File: config.mk
export PLATFORM = sky130hd
export DESIGN_NAME = postcode_display
export DESIGN_NICKNAME = d
export VERILOG_FILES = /design/src/rtl/postdisp_pkg.sv /design/src/rtl/postdisp_ctrl.sv /design/src/rtl/postdisp_datapath.sv /design/src/rtl/postcode_display.sv
export SDC_FILE = /design/constraint.sdc
export NUM_CORES = 1
export LEC_CHECK = 0
export BUFFER_PORTS_ARGS = -buffer_cell sky130_fd_sc_hd__buf_2
export CORE_MARGIN = 10
export CORE_UTILIZATION = 32
export DETAILED_ROUTE_END_ITERATION = 10
export GPL_ROUTABILITY_DRIVEN = 0
export SLEW_MARGIN = 10
export SYNTH_ARGS = -nofsm -noshare
export SYNTH_HDL_FRONTEND = slang
export SYNTH_SLANG_ARGS = --single-unit
File: constraint.sdc
create_clock -name clk -period 7.88 [get_ports clk]
set_input_delay 1.576 -clock clk [delete_from_list [all_inputs] [get_ports clk]]
set_output_delay 1.576 -clock clk [all_outputs]
set_load 0.05 [all_outputs]
File: src/rtl/postdisp_pkg.sv
package postdisp_pkg;

  typedef enum logic [1:0] {
    PH_CODE = 2'd0,
    PH_HIGH = 2'd1,
    PH_LOW  = 2'd2
  } phase_e;

  typedef struct packed {
    logic takePort;
    logic takeDetail;
    logic showCode;
    logic showHigh;
    logic showLow;
  } dpCtrl_t;

  function automatic phase_e nextPhase(input phase_e p);
    case (p)
      PH_CODE: return PH_HIGH;
      PH_HIGH: return PH_LOW;
      default: return PH_CODE;
    endcase
  endfunction

  function automatic logic [6:0] hexToSeg(input logic [3:0] n);
    case (n)
      4'h0: return 7'h3F;
      4'h1: return 7'h06;
      4'h2: return 7'h5B;
      4'h3: return 7'h4F;
      4'h4: return 7'h66;
      4'h5: return 7'h6D;
      4'h6: return 7'h7D;
      4'h7: return 7'h07;
      4'h8: return 7'h7F;
      4'h9: return 7'h6F;
      4'hA: return 7'h77;
      4'hB: return 7'h7C;
      4'hC: return 7'h39;
      4'hD: return 7'h5E;
      4'hE: return 7'h79;
      default: return 7'h71;
    endcase
  endfunction

endpackage

File: src/rtl/postdisp_ctrl.sv
module postdisp_ctrl
  import postdisp_pkg::*;
#(
  parameter int ADDR_W = 16,
  parameter int PORT_ADDR = 'h80,
  parameter int DWELL = 8
) (
  input  logic              clk,
  input  logic              rstN,
  input  logic [ADDR_W-1:0] busAddr,
  input  logic              busWr,
  input  logic              detLoad,
  output dpCtrl_t           ctrl
);

  localparam int CNT_W = $clog2(DWELL + 1);
  localparam logic [CNT_W-1:0] LAST = CNT_W'(DWELL - 1);
  localparam logic [ADDR_W-1:0] MATCH = ADDR_W'(PORT_ADDR);

  logic portHit;
  logic detailOn;
  phase_e phase;
  logic [CNT_W-1:0] cnt;

  assign portHit = busWr && (busAddr == MATCH);

  always_comb begin
    ctrl = '0;
    if (portHit) begin
      ctrl.takePort = 1'b1;
    end else if (detLoad) begin
      ctrl.takeDetail = 1'b1;
    end else if (detailOn && cnt == LAST) begin
      case (phase)
        PH_CODE: ctrl.showHigh = 1'b1;
        PH_HIGH: ctrl.showLow  = 1'b1;
        default: ctrl.showCode = 1'b1;
      endcase
    end
  end

  always_ff @(posedge clk) begin
    if (!rstN) begin
      detailOn <= 1'b0;
      phase    <= PH_CODE;
      cnt      <= '0;
    end else if (portHit) begin
      detailOn <= 1'b0;
      phase    <= PH_CODE;
      cnt      <= '0;
    end else if (detLoad) begin
      detailOn <= 1'b1;
      phase    <= PH_CODE;
      cnt      <= '0;
    end else if (detailOn) begin
      if (cnt == LAST) begin
        cnt   <= '0;
        phase <= nextPhase(phase);
      end else begin
        cnt <= cnt + 1'b1;
      end
    end
  end


  cnt_bound_chk: assert property (@(posedge clk) disable iff (!rstN)
    detailOn |-> cnt <= LAST);


  phase_order_chk: assert property (@(posedge clk) disable iff (!rstN)
    (detailOn && !portHit && !detLoad && cnt == LAST) |=> phase == nextPhase($past(phase)));


  cancel_chk: assert property (@(posedge clk) disable iff (!rstN)
    portHit |=> !detailOn);


  restart_chk: assert property (@(posedge clk) disable iff (!rstN)
    (detLoad && !portHit) |=> (detailOn && phase == PH_CODE && cnt == '0));


  strobe_excl_chk: assert property (@(posedge clk) disable iff (!rstN)
    $onehot0(ctrl));

endmodule

File: src/rtl/postdisp_datapath.sv
module postdisp_datapath
  import postdisp_pkg::*;
(
  input  logic        clk,
  input  logic        rstN,
  input  dpCtrl_t     ctrl,
  input  logic [7:0]  busData,
  input  logic [7:0]  detCode,
  input  logic [15:0] detMap,
  output logic [7:0]  shownByte
);

  logic [7:0]  codeReg;
  logic [15:0] mapReg;

  always_ff @(posedge clk) begin
    if (!rstN) begin
      shownByte <= 8'h00;
      codeReg   <= 8'h00;
      mapReg    <= 16'h0000;
    end else begin
      if (ctrl.takeDetail) begin
        codeReg <= detCode;
        mapReg  <= detMap;
      end
      if (ctrl.takePort)        shownByte <= busData;
      else if (ctrl.takeDetail) shownByte <= detCode;
      else if (ctrl.showCode)   shownByte <= codeReg;
      else if (ctrl.showHigh)   shownByte <= mapReg[15:8];
      else if (ctrl.showLow)    shownByte <= mapReg[7:0];
    end
  end


  port_load_chk: assert property (@(posedge clk) disable iff (!rstN)
    ctrl.takePort |=> shownByte == $past(busData));


  hold_chk: assert property (@(posedge clk) disable iff (!rstN)
    (ctrl == '0) |=> $stable(shownByte));


  detail_first_chk: assert property (@(posedge clk) disable iff (!rstN)
    ctrl.takeDetail |=> shownByte == $past(detCode));

endmodule

File: src/rtl/postcode_display.sv
module postcode_display
  import postdisp_pkg::*;
#(
  parameter int ADDR_W = 16,
  parameter int PORT_ADDR = 'h80,
  parameter int DWELL = 8
) (
  input  logic              clk,
  input  logic              rstN,
  input  logic [ADDR_W-1:0] busAddr,
  input  logic [7:0]        busData,
  input  logic              busWr,
  input  logic              detLoad,
  input  logic [7:0]        detCode,
  input  logic [15:0]       detMap,
  output logic [6:0]        segHi,
  output logic [6:0]        segLo
);

  dpCtrl_t ctrl;
  logic [7:0] shownByte;

  postdisp_ctrl #(.ADDR_W(ADDR_W), .PORT_ADDR(PORT_ADDR), .DWELL(DWELL)) i_ctrl (
    .clk(clk), .rstN(rstN), .busAddr(busAddr), .busWr(busWr),
    .detLoad(detLoad), .ctrl(ctrl)
  );

  postdisp_datapath i_dp (
    .clk(clk), .rstN(rstN), .ctrl(ctrl), .busData(busData),
    .detCode(detCode), .detMap(detMap), .shownByte(shownByte)
  );

  assign segHi = hexToSeg(shownByte[7:4]);
  assign segLo = hexToSeg(shownByte[3:0]);


  foreign_addr_chk: assert property (@(posedge clk) disable iff (!rstN)
    (busWr && busAddr != ADDR_W'(PORT_ADDR) && !detLoad && ctrl == '0) |=> $stable(shownByte));

endmodule

==> run_results.csv <==
group,metric,value,unit
logic_synthesis,syn_area,2844,um^2
worst_setup_path,max_stage_delay,0.40,ns
global_route,overflow,0,
route,drt_first_iter_violations,112,
global_route,grt_use_total,11.16,%
final_layout,nFillCells,946,
logic_synthesis,syn_area_per_cell,8.365,um^2
route,routed_wl,7344,um
global_route,grt_pass1_vias,2409,
timing,tns,0,ns
placement,portBuffers,65,
die,die_area,13060,um^2
final_layout,diodes,0,
clock_tree,cts_made_buffers,5,
timing,skew,0.006656,ns
power_and_ir_drop,powerDensity,184.6,nW/um^2
logic_synthesis,ys_ff_latch,53,
final_layout,nNetsFinal,461,
logic_synthesis,syn-num-nets,407,
route,drt_pass1_iterations,4,
power_and_ir_drop,max-vdd-ir-drop,0.06110,mV
final_layout,fin_util,38.41,%
timing,finalCritPeriodShare,47.14,%
clock_tree,h-tree-depth,2,
worst_setup_path,critical-path-slowest-cell,"or3_1",
logic_synthesis,muxShareOfSynthArea,8.931,%
logic_synthesis,synth_fa_ha_area_share,6.599,%
worst_hold_path,hold_path.class,"flip-flop to flip-flop",
logic_synthesis,synth_top_flop_cell,"dfxtp_1",
worst_setup_path,path_cells,"buf_2, nor4_4, nand3_1, nor2_1, nor4_1, or3_1, a21oi_1, inv_1, ha_1, mux2_1, mux2i_1",
global_route,grt_max_degree,32,
clock_tree,clock_path_buffers,2,
timing,final-setup-viol-count,0,
worst_setup_path,path_max_fanout,5,
global_route,grt_pass1_wl,11950,um
timing,slew_viol_final,0,
power_and_ir_drop,leakage,0.001399,uW
route,ant_nets,0,
route,drcViolationCount,0,
final_layout,synthToLayoutAreaGrowth,17.20,%
route,post_drt_wl_per_cell,14.60,um
die,start_util,32.77,%
timing,holdWs,0.4598,ns
clock_tree,cts-root-buf,"clkbuf_8",
die,num_rows,34,
timing,layout_min_cycle_time,3.715,ns
logic_synthesis,synth_edf_count,0,
status,status,"finished, final reports clean",
timing,fmax,0.2692,GHz
clock_tree,clkTransAtPathRegs,0.10,ns
power_and_ir_drop,total_power,615.4,uW
clock_tree,insertion_delay,0.31,ns
timing,worst_pin_slew,0.9979,ns
logic_synthesis,yosysWarnings,0,
clock_tree,cts_tree,"built",
timing,slew_headroom,33.40,%
die,die_y,114.3,um
logic_synthesis,synth_xor_area_share,0.6159,%
final_layout,drive_gt1_share,23.54,%
die,core_area,8678,um^2
route,vias_per_cell,4.976,
final_layout,seqCellArea,1061,um^2
logic_synthesis,ys_seq_area_share,37.31,%
worst_setup_path,required,8.13,ns
worst_setup_path,path_class,"primary input to flip-flop",
worst_setup_path,crit_path_end_kind,"flip-flop",
logic_synthesis,synth_top_family_by_area,"simple AND/OR/NAND/NOR gates",
logic_synthesis,synth_cells,340,
die,die_w,114.3,um
clock_tree,cts_resized,0,
route,vias,2503,
clock_tree,cts_hold_buf,0,
final_layout,fin_cells,503,
logic_synthesis,async_flop_share,0,%
clock_tree,cts_setup_buffers,0,
placement,dpl.cell_count,495,
logic_synthesis,synth.distinct_cells,55,
clock_tree,clkSinkCount,53,
logic_synthesis,yosys.area_share.simple,21.73,%
final_layout,multi_input_area,1603,um^2
worst_setup_path,start_kind,"primary input",
timing,rsz0062_at_grt,"false",
logic_synthesis,synth_compound_area_share,18.48,%
worst_setup_path,cp_data_arrival_time,3.96,ns
global_route,grt_antenna_before_repair,1,
die,ios,66,
flow_run,cap_viol_max_count,0,
placement,dpl.hpwl,5728,um
timing,finalHoldViolCount,0,
cell usage in the layout (no fill, tap or decap), drive strengths merged, types with 4 or more instances in the layout:
cell type and instances:
a21oi 43, buf 66, clkbuf 5, dfxtp 53
ha 15, inv 17, mux2 7, mux2i 15
nand2 69, nand2b 5, nand3 4, nand3b 4
nor2 19, nor3 7, o211ai 7, o21ai 10
o31ai 4, or3 4
metrics by stage:
step / area (um^2) / setup slack [ns]
finish: 3333 / 4.165
global placement: 3199 / 3.904
CTS: 3333 / 4.161
floorplan: 2844 / 4.219
global route: 3333 / 3.926
detailed placement: 3199 / 3.839
synthesized netlist by cell type (all sizes together), types with 2 or more instances:
| library cell | instances | area [um^2] |
|---|---|---|
| a211oi | 3 | 40.04 |
| a21oi | 43 | 215.2 |
| a22oi | 2 | 15.01 |
| a31oi | 3 | 18.77 |
| and3 | 2 | 17.52 |
| buf | 10 | 78.82 |
| clkbuf | 9 | 33.78 |
| dfxtp | 53 | 1061 |
| ha | 15 | 187.7 |
| inv | 17 | 63.81 |
| mux2 | 7 | 78.82 |
| mux2i | 15 | 175.2 |
| nand2 | 69 | 261.5 |
| nand2b | 5 | 38.78 |
| nand3 | 4 | 20.02 |
| nand3b | 4 | 30.03 |
| nand4 | 2 | 12.51 |
| nor2 | 19 | 73.82 |
| nor2b | 2 | 12.51 |
| nor3 | 7 | 35.03 |
| nor4 | 2 | 27.53 |
| o211ai | 7 | 62.56 |
| o21a | 3 | 22.52 |
| o21ai | 10 | 50.04 |
| o22a | 2 | 17.52 |
| o22ai | 3 | 18.77 |
| o31ai | 4 | 30.03 |
| or3 | 4 | 25.02 |
worst max-delay path: cells and delay by family:
family | cells | cell delay (ns)
compound gates | 1 | 0.35
buf+inv | 2 | 0.23
simple gates | 5 | 1.17
mux | 2 | 0.40
fa+ha+maj | 1 | 0.23
final timing paths:
check                               startpoint                      endpoint  slack, ns  cells after the start
setup / recovery                    busAddr[1]              segLo[3]$_DFF_P_       4.17                     11
hold / removal    i_dp.mapReg[13]$_SDFFE_PN0P_  i_dp.mapReg[13]$_SDFFE_PN0P_       0.46                      2
setup reg to reg    i_ctrl.cnt[0]$_SDFFE_PP0P_              segLo[4]$_DFF_P_       5.08                     11
hold reg to reg   i_dp.mapReg[13]$_SDFFE_PN0P_  i_dp.mapReg[13]$_SDFFE_PN0P_       0.46                      2
cell type report:
cell class	instances	area share (%)
clock buffers	5	2.065
clock inverters	3	1.952
inverters	18	2.027
multi-input cells	250	48.09
flip-flops and latches	53	31.83
well taps	108	4.054
repair buffers	66	9.985
state kept, by name, summed over array words and instances (netlist names):
name and count:
segLo 7, i_ctrl.phase 2, i_dp.mapReg 16, i_ctrl.detailOn 1, i_dp.shownByte 8, segHi 7
i_ctrl.cnt 4, i_dp.codeReg 8
layer usage:
| metal | GRT usage, % | wire (um) | vias to the layer above |
|---|---|---|---|
| met5 | 0 | 12 | - |
| li1 | - | - | 1280 |
| met1 | 13.92 | 3356 | 1173 |
| met4 | 2.506 | 56 | 2 |
| met2 | 18.26 | 3602 | 41 |
| met3 | 3.616 | 316 | 7 |
cell families (layout without fill, tap and decap cells):
family | Yosys count | after routing
XOR/XNOR | 2 | 2
multiplexers | 22 | 22
AND/OR/NAND/NOR | 127 | 127
adder cells (fa/ha/maj) | 15 | 15
AO/OA/AOI/OAI | 84 | 84
buffers and inverters | 37 | 92
flip-flops | 53 | 53
where the power goes:
part / switching, uW / internal (uW)
Clock: 92.1 / 126
Sequential: 6.40 / 284
Combinational: 68.7 / 38.3
Power figures use the tool's default switching activity.
